==> config.mk <==
export PLATFORM = sky130hd
export DESIGN_NAME = adc_xcheck
export DESIGN_NICKNAME = d
export VERILOG_FILES = /design/src/rtl/adc_xcheck_pkg.sv /design/src/rtl/adc_xcheck_seq.sv /design/src/rtl/adc_xcheck_cap.sv /design/src/rtl/adc_xcheck_rslt.sv /design/src/rtl/adc_xcheck.sv
export SDC_FILE = /design/constraint.sdc
export NUM_CORES = 1
export LEC_CHECK = 0
export BUFFER_PORTS_ARGS = -buffer_cell sky130_fd_sc_hd__buf_2
export CORE_MARGIN = 1
export CORE_UTILIZATION = 45
export CTS_BUF_LIST = sky130_fd_sc_hd__clkbuf_8 sky130_fd_sc_hd__clkbuf_16
export DETAILED_ROUTE_END_ITERATION = 10
export GPL_ROUTABILITY_DRIVEN = 0
export PLACE_DENSITY = 0.71
export SETUP_SLACK_MARGIN = 0.3
export SYNTH_ARGS = -nofsm -noshare
export SYNTH_HDL_FRONTEND = slang
export SYNTH_SLANG_ARGS = --single-unit
export TNS_END_PERCENT = 20
==> constraint.sdc <==
create_clock -name clk -period 4.4 [get_ports clk]
set_input_delay 0.44 -clock clk [delete_from_list [all_inputs] [get_ports clk]]
set_output_delay 0.44 -clock clk [all_outputs]
set_load 0.005 [all_outputs]
==> src/rtl/adc_xcheck_pkg.sv <==
package adc_xcheck_pkg;

   typedef enum logic [2:0] {
      XC_IDLE,
      XC_SETTLE,
      XC_ALIGN,
      XC_CAPT,
      XC_JUDGE
   } xc_state_e;

endpackage

==> src/rtl/adc_xcheck_seq.sv <==
// Run sequencer: setup check on start, settle countdown, alignment mark.
module adc_xcheck_seq
   import adc_xcheck_pkg::*;
#(
   parameter int NUM_CH   = 16,
   parameter int SLOT_W   = 5,
   parameter int SETTLE_W = 10,
   parameter int ALIGN_LO = 0,
   parameter int ALIGN_HI = 7
) (
   input  logic                clk,
   input  logic                rst_n,
   input  logic                start,
   input  logic                adc_run,
   input  logic                sel_single,
   input  logic [SLOT_W-1:0]   sel_ch,
   input  logic                align_late,
   input  logic [SETTLE_W-1:0] settle_len,
   input  logic                pri_vld,
   input  logic [SLOT_W-1:0]   pri_slot,
   input  logic                got_pri,
   input  logic                got_sec,
   output xc_state_e           st,
   output logic                launch,
   output logic                abort_p,
   output logic                open,
   output logic [SLOT_W-1:0]   ch_q
);

   localparam logic [SLOT_W-1:0] LO_SLOT = SLOT_W'(ALIGN_LO);
   localparam logic [SLOT_W-1:0] HI_SLOT = SLOT_W'(ALIGN_HI);
   localparam logic [SLOT_W-1:0] CH_LIM  = SLOT_W'(NUM_CH);

   logic [SETTLE_W-1:0] cnt;
   logic                align_q;
   logic                cfg_ok;
   logic [SLOT_W-1:0]   mark_slot;

   assign cfg_ok    = adc_run && sel_single && (sel_ch < CH_LIM);
   assign launch    = (st == XC_IDLE) && start && cfg_ok;
   assign abort_p   = (st == XC_IDLE) && start && !cfg_ok;
   assign mark_slot = align_q ? HI_SLOT : LO_SLOT;
   assign open      = (st == XC_ALIGN) && pri_vld && (pri_slot == mark_slot);

   always_ff @(posedge clk or negedge rst_n) begin
      if (!rst_n) begin
         st      <= XC_IDLE;
         cnt     <= '0;
         align_q <= 1'b0;
         ch_q    <= '0;
      end else begin
         case (st)
            XC_IDLE: begin
               if (launch) begin
                  st      <= XC_SETTLE;
                  cnt     <= settle_len;
                  align_q <= align_late;
                  ch_q    <= sel_ch;
               end
            end
            XC_SETTLE: begin
               if (cnt == '0) st <= XC_ALIGN;
               else           cnt <= cnt - 1'b1;
            end
            XC_ALIGN: begin
               if (open) st <= XC_CAPT;
            end
            XC_CAPT: begin
               if (got_pri && got_sec) st <= XC_JUDGE;
            end
            XC_JUDGE: st <= XC_IDLE;
            default:  st <= XC_IDLE;
         endcase
      end
   end

endmodule

==> src/rtl/adc_xcheck_cap.sv <==
// Capture gating: decides which strobe is taken on each path.
module adc_xcheck_cap
   import adc_xcheck_pkg::*;
#(
   parameter int SLOT_W = 5
) (
   input  logic              clk,
   input  logic              rst_n,
   input  xc_state_e         st,
   input  logic              launch,
   input  logic              open,
   input  logic [SLOT_W-1:0] ch_q,
   input  logic              pri_vld,
   input  logic [SLOT_W-1:0] pri_slot,
   input  logic              sec_vld,
   output logic              take_pri,
   output logic              take_sec,
   output logic              got_pri,
   output logic              got_sec
);

   logic in_capt;

   assign in_capt  = (st == XC_CAPT);
   assign take_pri = pri_vld && !got_pri && (pri_slot == ch_q) && (open || in_capt);
   assign take_sec = sec_vld && !got_sec && in_capt;

   always_ff @(posedge clk or negedge rst_n) begin
      if (!rst_n) begin
         got_pri <= 1'b0;
         got_sec <= 1'b0;
      end else if (launch) begin
         got_pri <= 1'b0;
         got_sec <= 1'b0;
      end else begin
         got_pri <= got_pri | take_pri;
         got_sec <= got_sec | take_sec;
      end
   end

endmodule

==> src/rtl/adc_xcheck_rslt.sv <==
// Result registers, tolerance judgement and abort pattern.
module adc_xcheck_rslt #(
   parameter int NUM_CH = 16,
   parameter int DW     = 16,
   parameter int SLOT_W = 5
) (
   input  logic              clk,
   input  logic              rst_n,
   input  logic              launch,
   input  logic              abort_p,
   input  logic              sel_single,
   input  logic              take_pri,
   input  logic              take_sec,
   input  logic              judge,
   input  logic [SLOT_W-1:0] ch_q,
   input  logic [DW-1:0]     tol,
   input  logic [DW-1:0]     pri_smp,
   input  logic [DW-1:0]     sec_smp,
   output logic [DW-1:0]     pri_cap,
   output logic [DW-1:0]     sec_cap,
   output logic [NUM_CH-1:0] flt_vec,
   output logic              rdy_sec,
   output logic              rdy_cmp,
   output logic              abort_flg
);

   localparam logic [DW-1:0] EMPTY = {1'b1, {(DW-1){1'b0}}};

   logic [DW-1:0]     tol_q;
   logic signed [DW:0] diff;
   logic [DW:0]       mag;
   logic              over;
   logic [NUM_CH-1:0] hit;

   assign diff = $signed({pri_cap[DW-1], pri_cap}) - $signed({sec_cap[DW-1], sec_cap});
   assign mag  = diff[DW] ? $unsigned(-diff) : $unsigned(diff);
   assign over = mag > {1'b0, tol_q};

   for (genvar i = 0; i < NUM_CH; i++) begin : g_hit
      assign hit[i] = (ch_q == SLOT_W'(i));
   end

   always_ff @(posedge clk or negedge rst_n) begin
      if (!rst_n) begin
         tol_q     <= '0;
         pri_cap   <= EMPTY;
         sec_cap   <= EMPTY;
         flt_vec   <= '0;
         rdy_sec   <= 1'b0;
         rdy_cmp   <= 1'b0;
         abort_flg <= 1'b0;
      end else begin
         if (launch) tol_q <= tol;
         if (take_pri) pri_cap <= pri_smp;
         if (abort_p && sel_single) sec_cap <= EMPTY;
         else if (take_sec)         sec_cap <= sec_smp;

         if (launch) begin
            flt_vec   <= '0;
            rdy_sec   <= 1'b0;
            rdy_cmp   <= 1'b0;
            abort_flg <= 1'b0;
         end else if (abort_p) begin
            flt_vec   <= '1;
            rdy_sec   <= 1'b1;
            rdy_cmp   <= 1'b1;
            abort_flg <= 1'b1;
         end else begin
            if (take_sec) rdy_sec <= 1'b1;
            if (judge) begin
               flt_vec <= over ? hit : '0;
               rdy_cmp <= 1'b1;
            end
         end
      end
   end

endmodule

==> src/rtl/adc_xcheck.sv <==
module adc_xcheck
   import adc_xcheck_pkg::*;
#(
   parameter int NUM_CH   = 16,
   parameter int DW       = 16,
   parameter int SLOT_W   = 5,
   parameter int SETTLE_W = 10,
   parameter int ALIGN_LO = 0,
   parameter int ALIGN_HI = 7
) (
   input  logic                clk,
   input  logic                rst_n,
   input  logic                start,
   input  logic                adc_run,
   input  logic                sel_single,
   input  logic [SLOT_W-1:0]   sel_ch,
   input  logic                align_late,
   input  logic [SETTLE_W-1:0] settle_len,
   input  logic [DW-1:0]       tol,
   input  logic                pri_vld,
   input  logic [SLOT_W-1:0]   pri_slot,
   input  logic [DW-1:0]       pri_smp,
   input  logic                sec_vld,
   input  logic [DW-1:0]       sec_smp,
   output logic [DW-1:0]       pri_cap,
   output logic [DW-1:0]       sec_cap,
   output logic [NUM_CH-1:0]   flt_vec,
   output logic                rdy_sec,
   output logic                rdy_cmp,
   output logic                abort_flg
);

   if (NUM_CH % 8 != 0) begin : g_err_bytes
      $error("NUM_CH must fill whole fault bytes");
   end
   if (NUM_CH >= (1 << SLOT_W)) begin : g_err_slot
      $error("SLOT_W must leave room for out-of-range slots");
   end
   if (ALIGN_LO >= NUM_CH || ALIGN_HI >= NUM_CH) begin : g_err_align
      $error("alignment slots must be measurement channels");
   end
   if (DW < 2) begin : g_err_dw
      $error("DW too small");
   end

   xc_state_e         seq_st;
   logic              launch, abort_p, open;
   logic [SLOT_W-1:0] ch_q;
   logic              take_pri, take_sec, got_pri, got_sec;

   adc_xcheck_seq #(
      .NUM_CH(NUM_CH), .SLOT_W(SLOT_W), .SETTLE_W(SETTLE_W),
      .ALIGN_LO(ALIGN_LO), .ALIGN_HI(ALIGN_HI)
   ) u_seq (
      .clk(clk), .rst_n(rst_n), .start(start), .adc_run(adc_run),
      .sel_single(sel_single), .sel_ch(sel_ch), .align_late(align_late),
      .settle_len(settle_len), .pri_vld(pri_vld), .pri_slot(pri_slot),
      .got_pri(got_pri), .got_sec(got_sec), .st(seq_st), .launch(launch),
      .abort_p(abort_p), .open(open), .ch_q(ch_q)
   );

   adc_xcheck_cap #(.SLOT_W(SLOT_W)) u_cap (
      .clk(clk), .rst_n(rst_n), .st(seq_st), .launch(launch), .open(open),
      .ch_q(ch_q), .pri_vld(pri_vld), .pri_slot(pri_slot), .sec_vld(sec_vld),
      .take_pri(take_pri), .take_sec(take_sec), .got_pri(got_pri), .got_sec(got_sec)
   );

   adc_xcheck_rslt #(.NUM_CH(NUM_CH), .DW(DW), .SLOT_W(SLOT_W)) u_rslt (
      .clk(clk), .rst_n(rst_n), .launch(launch), .abort_p(abort_p),
      .sel_single(sel_single), .take_pri(take_pri), .take_sec(take_sec),
      .judge(seq_st == XC_JUDGE), .ch_q(ch_q), .tol(tol), .pri_smp(pri_smp),
      .sec_smp(sec_smp), .pri_cap(pri_cap), .sec_cap(sec_cap), .flt_vec(flt_vec),
      .rdy_sec(rdy_sec), .rdy_cmp(rdy_cmp), .abort_flg(abort_flg)
   );

endmodule

==> metrics.txt <==
total number of vias 5099; die width 113 µm; TritonCTS buffer count 9; number of flops mapped to enable cells by yosys 0; Simple-Gate Fraction of Synth Area 0.189; post-route antenna net violation count 0; sequential power share 0.197; violation count after the first detailed-route iteration 206; CP arrival 4.41 ns; number of distinct library cells after synthesis 58; final setup skew 0.0101 ns; register clock-pin slew on the reported worst setup and hold paths 0.07 ns; kind of end point of the critical path register; number of optimization iterations in the first detailed-route pass 5; die boundary height 113 µm; I/O pin count 127; share of synthesized area spent on multiplexers 0.0323; number of global-route vias before repair 5006; largest net degree at the start of global routing 89; post-synthesis register bit count 88; ratio of final minimum period to clock period 0.948; share of async-settable or async-resettable flops after synthesis 1.00; worst rel slew slack 0.237; total die area 0.0127 mm²; number of sinks handled by clock tree synthesis 88; antenna violations before repair 0; area added between synthesis and finish 25.1%; number of filler instances in the final layout 1104; outcome completed; count of standard-cell rows 40; relative contribution of the clock network to total power 0.110; shortest clock period the worst path allows after layout 4.17 ns; highest ir drop seen on vdd 0.000495 V; Gate power share 0.693; placed instance area 0.00630 mm²; Synth Area in Adders 0.0809; Design Area, Final 0.00689 mm²; slew at the pin closest to its max-slew limit 1.14 ns; all-layer global routing usage 0.229; leakage power summed over all cells 3.31 nW; RSZ-0062 raised after global routing yes; cells taking the most area after synthesis sky130_fd_sc_hd__dfrtp_1 (39%), sky130_fd_sc_hd__ha_1 (7.7%), sky130_fd_sc_hd__a21oi_1 (6.2%), sky130_fd_sc_hd__nand2_1 (6.0%), sky130_fd_sc_hd__o21ai_0 (4.1%); buffers from clock root to sink, at most 2; Max-cap violations 0; DRT Wirelength 14200 µm; worst-skew pair later-pin latency 0.35 ns; first-pass GRT wire length 23000 µm; Synth warnings 0; sw frac 0.455; CTS tree built; setup tns final 0 ns; cts-stage hold buffer count 0; busiest metal layer after global routing met2; cell count after synthesis 633; library cell occupying the most area in the post-synthesis netlist sky130_fd_sc_hd__dfrtp_1; routed length per placed instance 15.5 µm; Worst Path Max Fanout 8; Mapped Avg Cell Area 8.70 µm²; worst endpoint required time 4.64 ns; ant diodes 0; number of nets in the final layout 877; share of cells above drive strength 1 0.304; number of remaining DRC errors 0; post-detailed-placement half-perimeter wirelength 10300 µm; mapped cell area 0.00551 mm²; total power 6.87 mW; cell-internal power 3.75 mW; area of the core 0.0120 mm²; post-DR vias/cell 5.56; kind of start point of the critical path register; number of nets in the synthesized netlist 744; final max-slew violation count 0; combinational family with the most area after synthesis compound AO/OA/AOI/OAI gates; IO Port Bufs 126; met1 track demand over resource 0.271; Initial Utilization 0.461; critical path type register to register; Setup violations, final 0; register area share after synthesis 0.400; power dissipated by switching net loads 3.12 mW; area fraction in compound gates after synthesis 0.206; Clock Tree Root sky130_fd_sc_hd__clkbuf_16; PwrDens 997 mW/mm²; met3 Usage GRT 0.0470; achievable clock frequency 240 MHz; total overflow reported by the global router 0; number of failing hold endpoints at the final stage 0; CTS H-tree lvls 3; ys flop type sky130_fd_sc_hd__dfrtp_1; share of the synthesized netlist area taken by xor and xnor gates 0.0429; class of the most critical hold timing path input pin to register; Synth top area share 0.391; met2 Usage GRT 0.402
## cells by family (layout without fill, tap and decap cells)
family,after synthesis,after routing
adder cells (fa/ha/maj),35,35
XOR/XNOR,27,27
AO/OA/AOI/OAI,178,178
AND/OR/NAND/NOR,220,220
buffers and inverters,69,206
multiplexers,16,16
flip-flops,88,88
## sequential cells by signal, summed over array words and instances, names as in the netlist, 3 cells and up
signal and cells:
u_rslt.flt_vec 16, u_rslt.pri_cap 16, u_rslt.sec_cap 16, u_rslt.tol_q 16, u_seq.ch_q 5, u_seq.cnt 10, u_seq.st 3
## metrics by stage
stage	std cells	hold slack [ns]	util	worst slack, ns
global placement	883	0.476	0.527	0.212
finish	917	0.274	0.576	0.230
CTS	912	0.267	0.569	0.276
floorplan	633	0.144	-	0.308
global route	917	0.296	0.576	0.0221
detailed placement	883	0.475	0.527	0.0544
## cell usage after synthesis (all sizes together) (2+ instances only)
| library cell | n |
|---|---|
| nor2 | 48 |
| nand2b | 4 |
| dfrtp | 86 |
| mux2i | 2 |
| and2 | 6 |
| nor2b | 10 |
| or2 | 2 |
| a31oi | 5 |
| buf | 3 |
| a21oi | 69 |
| mux2 | 14 |
| nor4 | 6 |
| or3 | 4 |
| nand3 | 7 |
| ha | 34 |
| o21a | 4 |
| o2111ai | 3 |
| and3 | 2 |
| nand4b | 2 |
| inv | 39 |
| a221oi | 2 |
| a221o | 2 |
| o21ai | 66 |
| nand3b | 2 |
| a22oi | 2 |
| nor3 | 11 |
| a211oi | 7 |
| nand4 | 22 |
| a21o | 7 |
| xor2 | 12 |
| o211ai | 2 |
| clkbuf | 27 |
| o2111a | 2 |
| dfstp | 2 |
| nand2 | 88 |
| xnor2 | 15 |
## routing by layer
layer / up-vias / wire length (µm)
li1: 2486 / -
met1: 2433 / 5910
met2: 146 / 7250
met3: 34 / 684
met4: 0 / 370
met5: - / 0
## final cells by class
class | instances | area, µm² | area share
clock buffer | 9 | 225 | 0.0327
clock inverter | 6 | 60.1 | 0.00871
inverter | 39 | 146 | 0.0212
multi-input combinational | 476 | 3200 | 0.464
sequential | 88 | 2200 | 0.320
tap | 147 | 184 | 0.0267
timing repair buffer | 152 | 872 | 0.127
## layout by cell type, fill, tap and decap left out, drive strengths merged, types with 5 or more instances in the layout
master,netlist,layout
clkbuf,27,9
inv,39,41
a21oi,69,69
a31oi,5,5
buf,3,152
a211oi,7,7
nor2b,10,10
nor3,11,11
xnor2,15,15
a21o,7,7
mux2,14,14
nand3,7,7
dfrtp,86,86
nand2,88,88
xor2,12,12
nand4,22,22
and2,6,6
nor4,6,6
nor2,48,48
o21ai,66,66
ha,34,34
## power groups by stage
stage	clock network [mW]	logic, mW	registers [mW]
after floorplan	0	2.96	1.31
after global placement	0	3.77	1.35
after detailed placement	0	3.92	1.36
after CTS	0.770	4.54	1.35
after global routing	0.803	5.21	1.39
final	0.757	4.76	1.35
## worst max-delay path: stages, from the launching register on
cell	delay, ns
sky130_fd_sc_hd__dfrtp_1	0.41
sky130_fd_sc_hd__ha_4	0.18
sky130_fd_sc_hd__fa_2	0.35
sky130_fd_sc_hd__nand2b_4	0.16
sky130_fd_sc_hd__a211oi_4	0.32
sky130_fd_sc_hd__o21ai_2	0.11
sky130_fd_sc_hd__o211ai_1	0.26
sky130_fd_sc_hd__a221o_1	0.28
sky130_fd_sc_hd__a31oi_1	0.08
sky130_fd_sc_hd__xnor2_1	0.23
sky130_fd_sc_hd__ha_1	0.27
sky130_fd_sc_hd__a21o_1	0.16
sky130_fd_sc_hd__a21o_1	0.18
sky130_fd_sc_hd__a21oi_2	0.14
sky130_fd_sc_hd__o21ai_2	0.07
sky130_fd_sc_hd__a211oi_2	0.20
sky130_fd_sc_hd__a21oi_2	0.10
sky130_fd_sc_hd__a41oi_4	0.21
sky130_fd_sc_hd__buf_6	0.14
sky130_fd_sc_hd__buf_12	0.12
sky130_fd_sc_hd__o21ai_1	0.07
## final timing paths
path / from / endpoint / slack [ns] / cells after the start
worst max-delay path: u_rslt.sec_cap[0] / u_rslt.flt_vec[5] / 0.23 / 20
worst min-delay path: sel_ch[0] / u_seq.ch_q[0] / 0.27 / 3
worst max register to register: u_rslt.sec_cap[0] / u_rslt.flt_vec[5] / 0.23 / 20
worst min register to register: u_rslt.flt_vec[10] / u_rslt.flt_vec[10] / 0.49 / 2
max in group asynchronous: rst_n / u_seq.cnt[5] / 3.37 / 1
min in group asynchronous: rst_n / u_rslt.sec_cap[3] / 0.29 / 1
## timing repair
item / 4_1_cts / 5_1_grt
pin swaps: 30 / 19
gates resized for setup: 23 / 13
buffers inserted: 13 / 5
endpoints found under the hold margin: 0 / 0
cloned: 1 / 0
setup endpoints to repair: 16 / 16
No activity file was read; power rests on OpenSTA's default activity.
